$ cat src/rtl/cam_reg_pkg.sv
package cam_reg_pkg;
  localparam int REG_W     = 8;
  localparam int NUM_REGS  = 21;
  localparam int IDX_W     = $clog2(NUM_REGS);

  localparam logic [7:0] SUB_GAIN  = 8'h00;
  localparam logic [7:0] SUB_CTRLA = 8'h12;
  localparam logic [7:0] SUB_CTRLB = 8'h13;

  typedef enum logic [2:0] {
    ST_IDLE, ST_DEV, ST_SUB, ST_DATA, ST_DONE, ST_READ
  } xact_state_t;

  function automatic logic reg_present(input int idx);
    return (idx < 8) || (idx >= 12 && idx < NUM_REGS);
  endfunction

  // Bits that storage keeps for each register.
  function automatic logic [7:0] reg_mask(input int idx);
    case (idx)
      0:       return 8'h3F;
      18:      return 8'h7F;
      default: return 8'hFF;
    endcase
  endfunction

  function automatic logic [7:0] reg_default(input int idx, input logic interlaced);
    case (idx)
      1, 2, 3, 4, 6: return 8'h80;
      7:             return 8'hD4;
      12, 13:        return 8'h20;
      14:            return 8'h14;
      15:            return 8'hA5;
      16:            return interlaced ? 8'h7F : 8'hFF;
      18:            return 8'h24;
      19:            return 8'h01;
      20:            return 8'h04;
      default:       return 8'h00;
    endcase
  endfunction

  // Auto-control ownership: returns the selector, or -1 if not owned.
  function automatic int auto_slot(input int idx);
    case (idx)
      0:       return 0;
      1:       return 1;
      2:       return 2;
      16:      return 3;
      default: return -1;
    endcase
  endfunction
endpackage

$ cat src/rtl/cam_dev_match.sv
module cam_dev_match #(
  parameter int         CS_W  = 3,
  parameter logic [5-CS_W:0] ID_HI = 3'b010
) (
  input  logic [CS_W-1:0] strap_cs,
  input  logic [7:0]      addr_byte,
  output logic            hit,
  output logic            is_read
);
  logic [6:0] own_id;
  assign own_id  = {ID_HI, strap_cs, 1'b1};
  assign hit     = (addr_byte[7:1] == own_id);
  assign is_read = addr_byte[0];
endmodule

$ cat src/rtl/cam_xact_fsm.sv
module cam_xact_fsm
  import cam_reg_pkg::*;
(
  input  logic       clk,
  input  logic       rst,
  input  logic       bus_start,
  input  logic       bus_stop,
  input  logic       byte_valid,
  input  logic [7:0] byte_data,
  input  logic       ack_done,
  input  logic       dev_hit,
  input  logic       dev_rd,
  output logic       ack_valid,
  output logic       ack,
  output logic       wr_en,
  output logic [7:0] wr_data,
  output logic [7:0] sub_ptr,
  output logic       soft_rst
);
  xact_state_t state;
  logic        pend;

  assign wr_en    = byte_valid && (state == ST_DATA);
  assign wr_data  = byte_data;
  assign soft_rst = pend && ack_done;

  always_ff @(posedge clk) begin
    if (rst) begin
      state     <= ST_IDLE;
      pend      <= 1'b0;
      sub_ptr   <= '0;
      ack_valid <= 1'b0;
      ack       <= 1'b0;
    end else begin
      ack_valid <= byte_valid;
      if (soft_rst) begin
        pend    <= 1'b0;
        sub_ptr <= '0;
      end
      if (bus_start) begin
        state <= ST_DEV;
        pend  <= 1'b0;
      end else if (bus_stop) begin
        state <= ST_IDLE;
      end else if (byte_valid) begin
        case (state)
          ST_DEV: begin
            ack   <= dev_hit;
            state <= !dev_hit ? ST_DONE : (dev_rd ? ST_READ : ST_SUB);
          end
          ST_SUB: begin
            ack     <= 1'b1;
            sub_ptr <= byte_data;
            state   <= ST_DATA;
          end
          ST_DATA: begin
            ack   <= 1'b1;
            pend  <= (sub_ptr == SUB_CTRLA) && byte_data[7];
            state <= ST_DONE;
          end
          default: ack <= 1'b0;
        endcase
      end
    end
  end
endmodule

$ cat src/rtl/cam_reg_file.sv
module cam_reg_file
  import cam_reg_pkg::*;
(
  input  logic                      clk,
  input  logic                      rst,
  input  logic                      soft_rst,
  input  logic                      interlaced,
  input  logic                      wr_en,
  input  logic [7:0]                wr_sub,
  input  logic [7:0]                wr_data,
  input  logic                      auto_we,
  input  logic [1:0]                auto_sel,
  input  logic [7:0]                auto_data,
  input  logic                      rd_req,
  output logic [NUM_REGS*REG_W-1:0] reg_bank,
  output logic                      rd_valid,
  output logic [7:0]                rd_data
);
  logic [REG_W-1:0] q [NUM_REGS];
  logic             auto_mode;

  assign auto_mode = q[SUB_CTRLB][0];

  for (genvar i = 0; i < NUM_REGS; i++) begin : g_reg
    if (reg_present(i)) begin : g_impl
      localparam int SLOT = auto_slot(i);
      logic owned, bus_hit, auto_hit;
      if (SLOT >= 0) begin : g_own
        assign owned    = auto_mode;
        assign auto_hit = auto_mode && auto_we && (auto_sel == 2'(SLOT));
      end else begin : g_free
        assign owned    = 1'b0;
        assign auto_hit = 1'b0;
      end
      assign bus_hit = wr_en && (wr_sub == 8'(i)) && !owned;
      always_ff @(posedge clk) begin
        if (rst || soft_rst)
          q[i] <= reg_default(i, interlaced);
        else if (auto_hit)
          q[i] <= auto_data & reg_mask(i);
        else if (bus_hit)
          q[i] <= wr_data & reg_mask(i);
      end
    end else begin : g_hole
      assign q[i] = '0;
    end
    assign reg_bank[i*REG_W +: REG_W] = q[i];
  end

  always_ff @(posedge clk) begin
    if (rst) begin
      rd_valid <= 1'b0;
      rd_data  <= '0;
    end else begin
      rd_valid <= rd_req;
      if (rd_req)
        rd_data <= (wr_sub < 8'(NUM_REGS)) ? q[wr_sub[IDX_W-1:0]] : '0;
    end
  end
endmodule

$ cat src/rtl/cam_reg_slave.sv
module cam_reg_slave
  import cam_reg_pkg::*;
(
  input  logic                      clk,
  input  logic                      rst,
  input  logic [2:0]                strap_cs,
  input  logic                      scan_interlaced,
  input  logic                      bus_start,
  input  logic                      bus_stop,
  input  logic                      byte_valid,
  input  logic [7:0]                byte_data,
  input  logic                      ack_done,
  input  logic                      rd_req,
  output logic                      ack_valid,
  output logic                      ack,
  output logic                      rd_valid,
  output logic [7:0]                rd_data,
  input  logic                      auto_we,
  input  logic [1:0]                auto_sel,
  input  logic [7:0]                auto_data,
  output logic [NUM_REGS*REG_W-1:0] reg_bank
);
  logic       dev_hit, dev_rd, wr_en, soft_rst;
  logic [7:0] wr_data, sub_ptr;

  cam_dev_match #(.CS_W(3), .ID_HI(3'b010)) u_match (
    .strap_cs (strap_cs),
    .addr_byte(byte_data),
    .hit      (dev_hit),
    .is_read  (dev_rd)
  );

  cam_xact_fsm u_fsm (
    .clk       (clk),
    .rst       (rst),
    .bus_start (bus_start),
    .bus_stop  (bus_stop),
    .byte_valid(byte_valid),
    .byte_data (byte_data),
    .ack_done  (ack_done),
    .dev_hit   (dev_hit),
    .dev_rd    (dev_rd),
    .ack_valid (ack_valid),
    .ack       (ack),
    .wr_en     (wr_en),
    .wr_data   (wr_data),
    .sub_ptr   (sub_ptr),
    .soft_rst  (soft_rst)
  );

  cam_reg_file u_regs (
    .clk       (clk),
    .rst       (rst),
    .soft_rst  (soft_rst),
    .interlaced(scan_interlaced),
    .wr_en     (wr_en),
    .wr_sub    (sub_ptr),
    .wr_data   (wr_data),
    .auto_we   (auto_we),
    .auto_sel  (auto_sel),
    .auto_data (auto_data),
    .rd_req    (rd_req),
    .reg_bank  (reg_bank),
    .rd_valid  (rd_valid),
    .rd_data   (rd_data)
  );
endmodule

$ cat config.mk
export PLATFORM = sky130hd
export DESIGN_NAME = cam_reg_slave
export DESIGN_NICKNAME = d
export VERILOG_FILES = /design/src/rtl/cam_reg_pkg.sv /design/src/rtl/cam_dev_match.sv /design/src/rtl/cam_xact_fsm.sv /design/src/rtl/cam_reg_file.sv /design/src/rtl/cam_reg_slave.sv
export SDC_FILE = /design/constraint.sdc
export NUM_CORES = 1
export LEC_CHECK = 0
export ABC_AREA = 1
export BUFFER_PORTS_ARGS = -buffer_cell sky130_fd_sc_hd__buf_2
export CORE_MARGIN = 2
export CORE_UTILIZATION = 50
export DETAILED_ROUTE_END_ITERATION = 16
export PLACE_DENSITY = 0.72
export SYNTH_ARGS = -nofsm -noshare
export SYNTH_HDL_FRONTEND = slang
export SYNTH_SLANG_ARGS = --single-unit
$ cat constraint.sdc
create_clock -name clk -period 1.67 [get_ports clk]
set_input_delay 0.0835 -clock clk [delete_from_list [all_inputs] [get_ports clk]]
set_output_delay 0.0835 -clock clk [all_outputs]
set_load 0.05 [all_outputs]
==> results of run 1 <==
flip-flops by register name (all words and copies together) (netlist names):
| signal | flops |
|---|---|
| u_regs.reg_bank | 133 |
| u_fsm.pend | 1 |
| u_fsm.state | 3 |
| u_fsm.ack | 1 |
| u_regs.rd_valid | 1 |
| u_regs.rd_data | 8 |
| u_fsm.ack_valid | 1 |
| u_fsm.sub_ptr | 8 |
final timing paths:
check | from | end | slack, ns | depth (start not counted)
worst max-delay path | u_fsm.sub_ptr[4] | u_regs.reg_bank[139] | 0.07 | 6
worst min-delay path | auto_data[6] | u_regs.reg_bank[134] | 0.04 | 3
worst max register to register | u_fsm.sub_ptr[4] | u_regs.reg_bank[139] | 0.07 | 6
worst min register to register | u_regs.rd_data[5] | u_regs.rd_data[5] | 0.46 | 2
critical path, delay by kind of cell (launching register included):
kind	cells	cell delay (ns)
AND/OR/NAND/NOR	4	0.69
flip-flops	1	0.47
AO/OA/AOI/OAI	1	0.21
buffers and inverters	1	0.13
synthesized netlist by cell type, drive strengths merged:
library cell	n	share of area (%)
dfxtp	148	37
a21boi	1	0.093
o21ai	118	7.3
nor2	103	7.4
nand4	3	0.23
a21oi	103	6.4
nor3b	1	0.093
a311oi	1	0.11
a31oi	1	0.077
inv	57	2.6
a211oi	35	3.6
o211ai	15	1.4
or2	1	0.077
buf	74	6.9
nor3	7	1.0
clkinv	6	0.34
conb	1	0.046
edfxtp	8	3.0
clkbuf	27	1.2
nand3	35	2.4
nand2	389	19
xor2	1	0.11
what timing repair did:
action                                  4_1_cts  5_1_grt
setup buffers                                 0       15
endpoints found under the hold margin        13        0
gates resized for setup                       0       11
hold buffers                                 10        0
endpoints found under the setup margin        0       64
layout make-up:
class	instances	area, µm²
Clock buffer	22	464
Clock inverter	10	88.8
Fill cell	1449	5870
Inverter	63	245
Multi-Input combinational cell	850	4170
Sequential cell	156	3210
Tap cell	216	270
Timing Repair Buffer	254	1580
routing by layer:
layer	GRT usage (%)	vias to the layer above	wire, µm
li1	-	4063	-
met1	39.1	3824	11000
met2	45.6	392	12000
met3	5.36	48	2000
met4	8.15	0	460
met5	0	-	0
through the flow:
stage                     std cells  setup slack, ns  area [µm²]
after global routing           1571          -0.0167       10000
after global placement         1513            0.109        9200
after CTS                      1555           0.0113        9850
final                          1571           0.0678       10000
after detailed placement       1513           0.0369        9200
after floorplan                1169           0.0671        8240
power breakdown:
group          internal (µW)  switching, µW
Combinational            207            716
Sequential              3810           47.8
Clock                   2130           1580
Total                   6140           2350
cell families after synthesis:
logic type | Yosys count
compound gates | 274
xor+xnor | 1
buf+inv | 164
flops | 156
other cells | 1
simple gates | 539
==> reports/qor.yml, run 1 <==
cp-start-kind: "flip-flop"
synth_compound_area_share_pct: 19.0
leakage_uw: 0.00504
antenna_cells: 0
cp_max_fo: 15
layout_commonest_cell: "nand2_1"
htree_levels: 4
hold_path.class: "input pin to flip-flop"
ys_types: 40
crit_slowest_cell: "dfxtp_1"
clockBufferDepth: 2
routed_via_density: 5.30
ios: 209
tightest_slew_ns: 0.543
avgSynthCellArea_um2: 7.15
wl_um: 25400
firstDrtPassIters: 5
drt-initial-drc-count: 820
cts-buffers-inserted: 17
ys_ff_latch: 156
area_delta_synth_final_pct: 23.5
synthSimpleGateAreaFrac_pct: 30.2
start_util_pct: 51.1
critPathCaptureType: "flip-flop"
cp.arrival_ns: 1.94
ir_drop_uv: 708
setup_viol: 0
finalHoldViolCount: 0
vias: 8327
core-area_um2: 15900
path_class: "flip-flop to flip-flop"
maxSlewHeadroom_pct: 63.7
grt_use_total_pct: 28.4
grt_max_degree: 98
grt_pass1_vias: 7357
clkLatencyLatePin_ns: 0.43
worstPathRequired_ns: 2.01
cts-root-buf: "clkbuf_16"
min_period_ns: 1.60
synth_top_family_by_area: "simple AND/OR/NAND/NOR gates"
dieArea_um2: 17300
synthAdderAreaFrac_pct: 0
rows: 46
fin_nets: 1372
synth-xor-area-share_pct: 0.108
seq_area_frac_synth_pct: 39.5
synth_mux_area_share_pct: 0
clkSlewWorstSetupHoldPaths_ns: 0.06
antenna_found_initial: 0
fin_util_pct: 63.1
cts_tree: "yes"
grt_pass1_wl_um: 39300
clock_sink_count: 156
slew_viol_final: 0
clock-skew-final_ns: 0.0103
cap_violations: 0
dieHeight_um: 131
tns_ns: 0
mostFrequentLayoutCells: "nand2_1, buf_2, dfxtp_1"
outcome: "completed"
syn_inst: 1135
die_x_um: 131
yosys_warnings: 0
cp_cell_sequence: "inv_1, nor2_4, nand2_8, nor2_8, nor2_1, a211oi_1"
drive_above_1_share_pct: 25.6
portBuffers: 173
dp_hpwl_um: 18200
p_total_uw: 8490
syn_area_um2: 8110
final_antenna_net_count: 0
power_density_nw_per_um2: 847
drc: 0
period_share_pct: 95.9
slowest_delay_ns: 0.47
overflow: 0
fmax_ghz: 0.624
wire_per_inst_um: 16.2
gp_congestion: 0.916
holdWs_ns: 0.0440
Note: power is estimated with default switching activity, not from simulation.
==> inputs of run 2 (changes only) <==
--- a/config.mk
+++ b/config.mk
@@ -8,9 +8,9 @@
 export ABC_AREA = 1
 export BUFFER_PORTS_ARGS = -buffer_cell sky130_fd_sc_hd__buf_2
 export CORE_MARGIN = 2
-export CORE_UTILIZATION = 50
+export CORE_UTILIZATION = 35
 export DETAILED_ROUTE_END_ITERATION = 16
-export PLACE_DENSITY = 0.72
+export PLACE_DENSITY = 0.61
 export SYNTH_ARGS = -nofsm -noshare
 export SYNTH_HDL_FRONTEND = slang
 export SYNTH_SLANG_ARGS = --single-unit
==> reports/qor.yml, run 2 (synthesis gave the netlist of run 1 again) <==
period_share_pct: 95.4  # was 95.9%
cts_tree: "yes"  # unchanged
die_x_um: 156  # was 131 µm
r2r-start: "u_fsm.sub_ptr[2]"  # was u_fsm.sub_ptr[4]
reg2reg_depth: 7  # was 6
min_period_ns: 1.59  # was 1.60 ns
slew_viol_final: 0  # unchanged
dieArea_um2: 24400  # was 17300 µm²
reg2reg_slack_ns: 0.08  # was 0.07 ns
path_class: "flip-flop to flip-flop"  # unchanged
critPathCaptureType: "flip-flop"  # unchanged
wire_per_inst_um: 17.2  # was 16.2 µm
dp_hpwl_um: 20300  # was 18200 µm
finalHoldViolCount: 0  # unchanged
ios: 209  # unchanged
grt_max_degree: 60  # was 98
mostFrequentLayoutCells: "nand2_1, buf_2, dfxtp_1"  # unchanged
rr_endpoint: "u_regs.reg_bank[131]"  # was u_regs.reg_bank[139]
cp-start-kind: "flip-flop"  # unchanged
grt_pass1_wl_um: 41300  # was 39300 µm
rows: 55  # was 46
portBuffers: 173  # unchanged
whs_path_depth: 4  # was 3
met1_usage_pct: 28.8  # was 39.1%
cts-root-buf: "clkbuf_16"  # unchanged
cp_max_fo: 11  # was 15
switching_share_pct: 27.7  # about the same
routed_via_density: 5.02  # was 5.30
p_int_uw: 6400  # was 6140 µW
drt-initial-drc-count: 550  # was 820
overflow: 0  # unchanged
met2_usage_pct: 36.6  # was 45.6%
worstPathRequired_ns: 1.81  # was 2.01 ns
design_area_um2: 10200  # was 10000 µm²
drive_above_1_share_pct: 25.2  # was 25.6%
antenna_found_initial: 1  # was 0
p_total_uw: 8860  # was 8490 µW
hold_path.class: "input pin to flip-flop"  # unchanged
grt_pass1_vias: 7458  # was 7357
maxSlewHeadroom_pct: 57.2  # was 63.7%
crit_slowest_cell: "dfxtp_1"  # unchanged
area_delta_synth_final_pct: 25.2  # was 23.5%
p_clk_share_pct: 45.9  # was 43.7%
fin_ws_ns: 0.0768  # was 0.0678 ns
core-area_um2: 22700  # was 15900 µm²
crit_buf_inv: 2  # was 1
final_antenna_net_count: 0  # unchanged
combPwrFrac_pct: 10.6  # was 10.9%
hold_start: "ack_done"  # was auto_data[6]
clkLatencyLatePin_ns: 0.43  # about the same
cp_cell_sequence: "nor2_1, buf_4, nand2_2, nor2_1, nand3_1, nand3_1, buf_4"  # was inv_1, nor2_4, nand2_8, nor2_8, nor2_1, a211oi_1
min_to: "u_fsm.pend"  # was u_regs.reg_bank[134]
leakage_uw: 0.00504  # about the same
slowest_delay_ns: 0.34  # was 0.47 ns
grt_use_total_pct: 22.2  # was 28.4%
cap_violations: 0  # unchanged
clkSlewWorstSetupHoldPaths_ns: 0.06  # about the same
tightest_slew_ns: 0.639  # was 0.543 ns
power_density_nw_per_um2: 872  # was 847 nW/µm²
clock-skew-final_ns: 0.0122  # was 0.0103 ns
cts-buffers-inserted: 17  # unchanged
layout_commonest_cell: "nand2_1"  # unchanged
fmax_ghz: 0.628  # was 0.624 GHz
fin_util_pct: 44.7  # was 63.1%
dieHeight_um: 156  # was 131 µm
critical-path-top-delay-family: "simple AND/OR/NAND/NOR gates"  # unchanged
clock_sink_count: 156  # unchanged
dpl_cell_area_um2: 9270  # was 9200 µm²
gp_congestion: 0.903  # was 0.916
globalRouteMet3Util_pct: 4.04  # was 5.36%
ir_drop_uv: 622  # was 708 µV
htree_levels: 4  # unchanged
grt_busiest_layer: "met2"  # unchanged
vias: 8195  # was 8327
clockBufferDepth: 2  # unchanged
cp.arrival_ns: 1.73  # was 1.94 ns
firstDrtPassIters: 5  # unchanged
dpl_worst_slack_ns: 0.0785  # was 0.0369 ns
fin_nets: 1363  # was 1372
drc: 0  # unchanged
n_fill_cell: 2383  # was 1449
start_util_pct: 35.7  # was 51.1%
setup_viol: 0  # unchanged
p_switching_uw: 2450  # was 2350 µW
largest_reg_flops: 133  # unchanged
wl_um: 28100  # was 25400 µm
p_seq_share_pct: 43.5  # was 45.4%
outcome: "completed"  # unchanged
==> run 2: cell count changes in the layout (fill, tap and decap cells not counted), moves of 3 or more <==
cell           previous run  this run
buf_6                     1         5
nor2_2                    4         1
buf_4                    64        51
dlygate4sd3_1            10         7
==> run 2: what timing repair did <==
action / in CTS / in global routing
setup endpoints to repair: 0 / 46
resized for setup: 0 / 14
endpoints found under the hold margin: 12 / 0
hold buffers: 7 / 0
buffers inserted: 0 / 9
==> run 2: per-stage QoR <==
stage,instances,setup TNS (ns),hold slack (ns)
2_1_floorplan,1169,0,0.210
3_3_place_gp,1581,0,0.347
3_5_place_dp,1581,0,0.347
4_1_cts,1620,0,0.0113
5_1_grt,1632,-0.0541,0.0369
6_report,1632,0,0.0312
==> run 2: per-layer routing <==
metal  vias to the layer above  share of wire (%)
li1                       4047                  -
met1                      3764                 44
met2                       333                 46
met3                        51                6.3
met4                         0                2.9
met5                         -                  0
==> run 2: how the worst max path moves through the flow <==
stage / from / endpoint / cells past startpoint
2_1_floorplan: u_regs.reg_bank[152] / u_regs.reg_bank[128] / 4
3_3_place_gp: u_fsm.pend / u_regs.reg_bank[147] / 6
3_5_place_dp: u_fsm.state[1] / u_regs.reg_bank[164] / 9
4_1_cts: u_fsm.state[1] / u_regs.reg_bank[166] / 9
5_1_grt: u_fsm.state[0] / u_regs.reg_bank[136] / 7
6_report: u_fsm.sub_ptr[2] / u_regs.reg_bank[131] / 7
==> run 2: power groups by stage <==
stage | clock (µW) | sequential, µW | combinational (µW)
global route | 4270 | 3860 | 994
floorplan | 0 | 4090 | 525
detailed placement | 0 | 3940 | 911
global placement | 0 | 3940 | 908
CTS | 4090 | 3850 | 926
finish | 4070 | 3850 | 935
==> run 2: layout make-up <==
cell class,count,area (µm²),share of cell area [%]
multi-input combinational,850,4170,41.1
clock buffer,22,484,4.77
timing repair buffer,245,1560,15.4
antenna,1,2.50,0.0246
inverter,63,250,2.46
tap,285,357,3.51
sequential,156,3210,31.6
clock inverter,10,128,1.26
==> run 2: worst reg2reg max path: cells and delay by family, from the launching register on <==
family / cells / cell delay, ns
buf+inv: 2 / 0.40
flops: 1 / 0.34
simple gates: 5 / 0.58
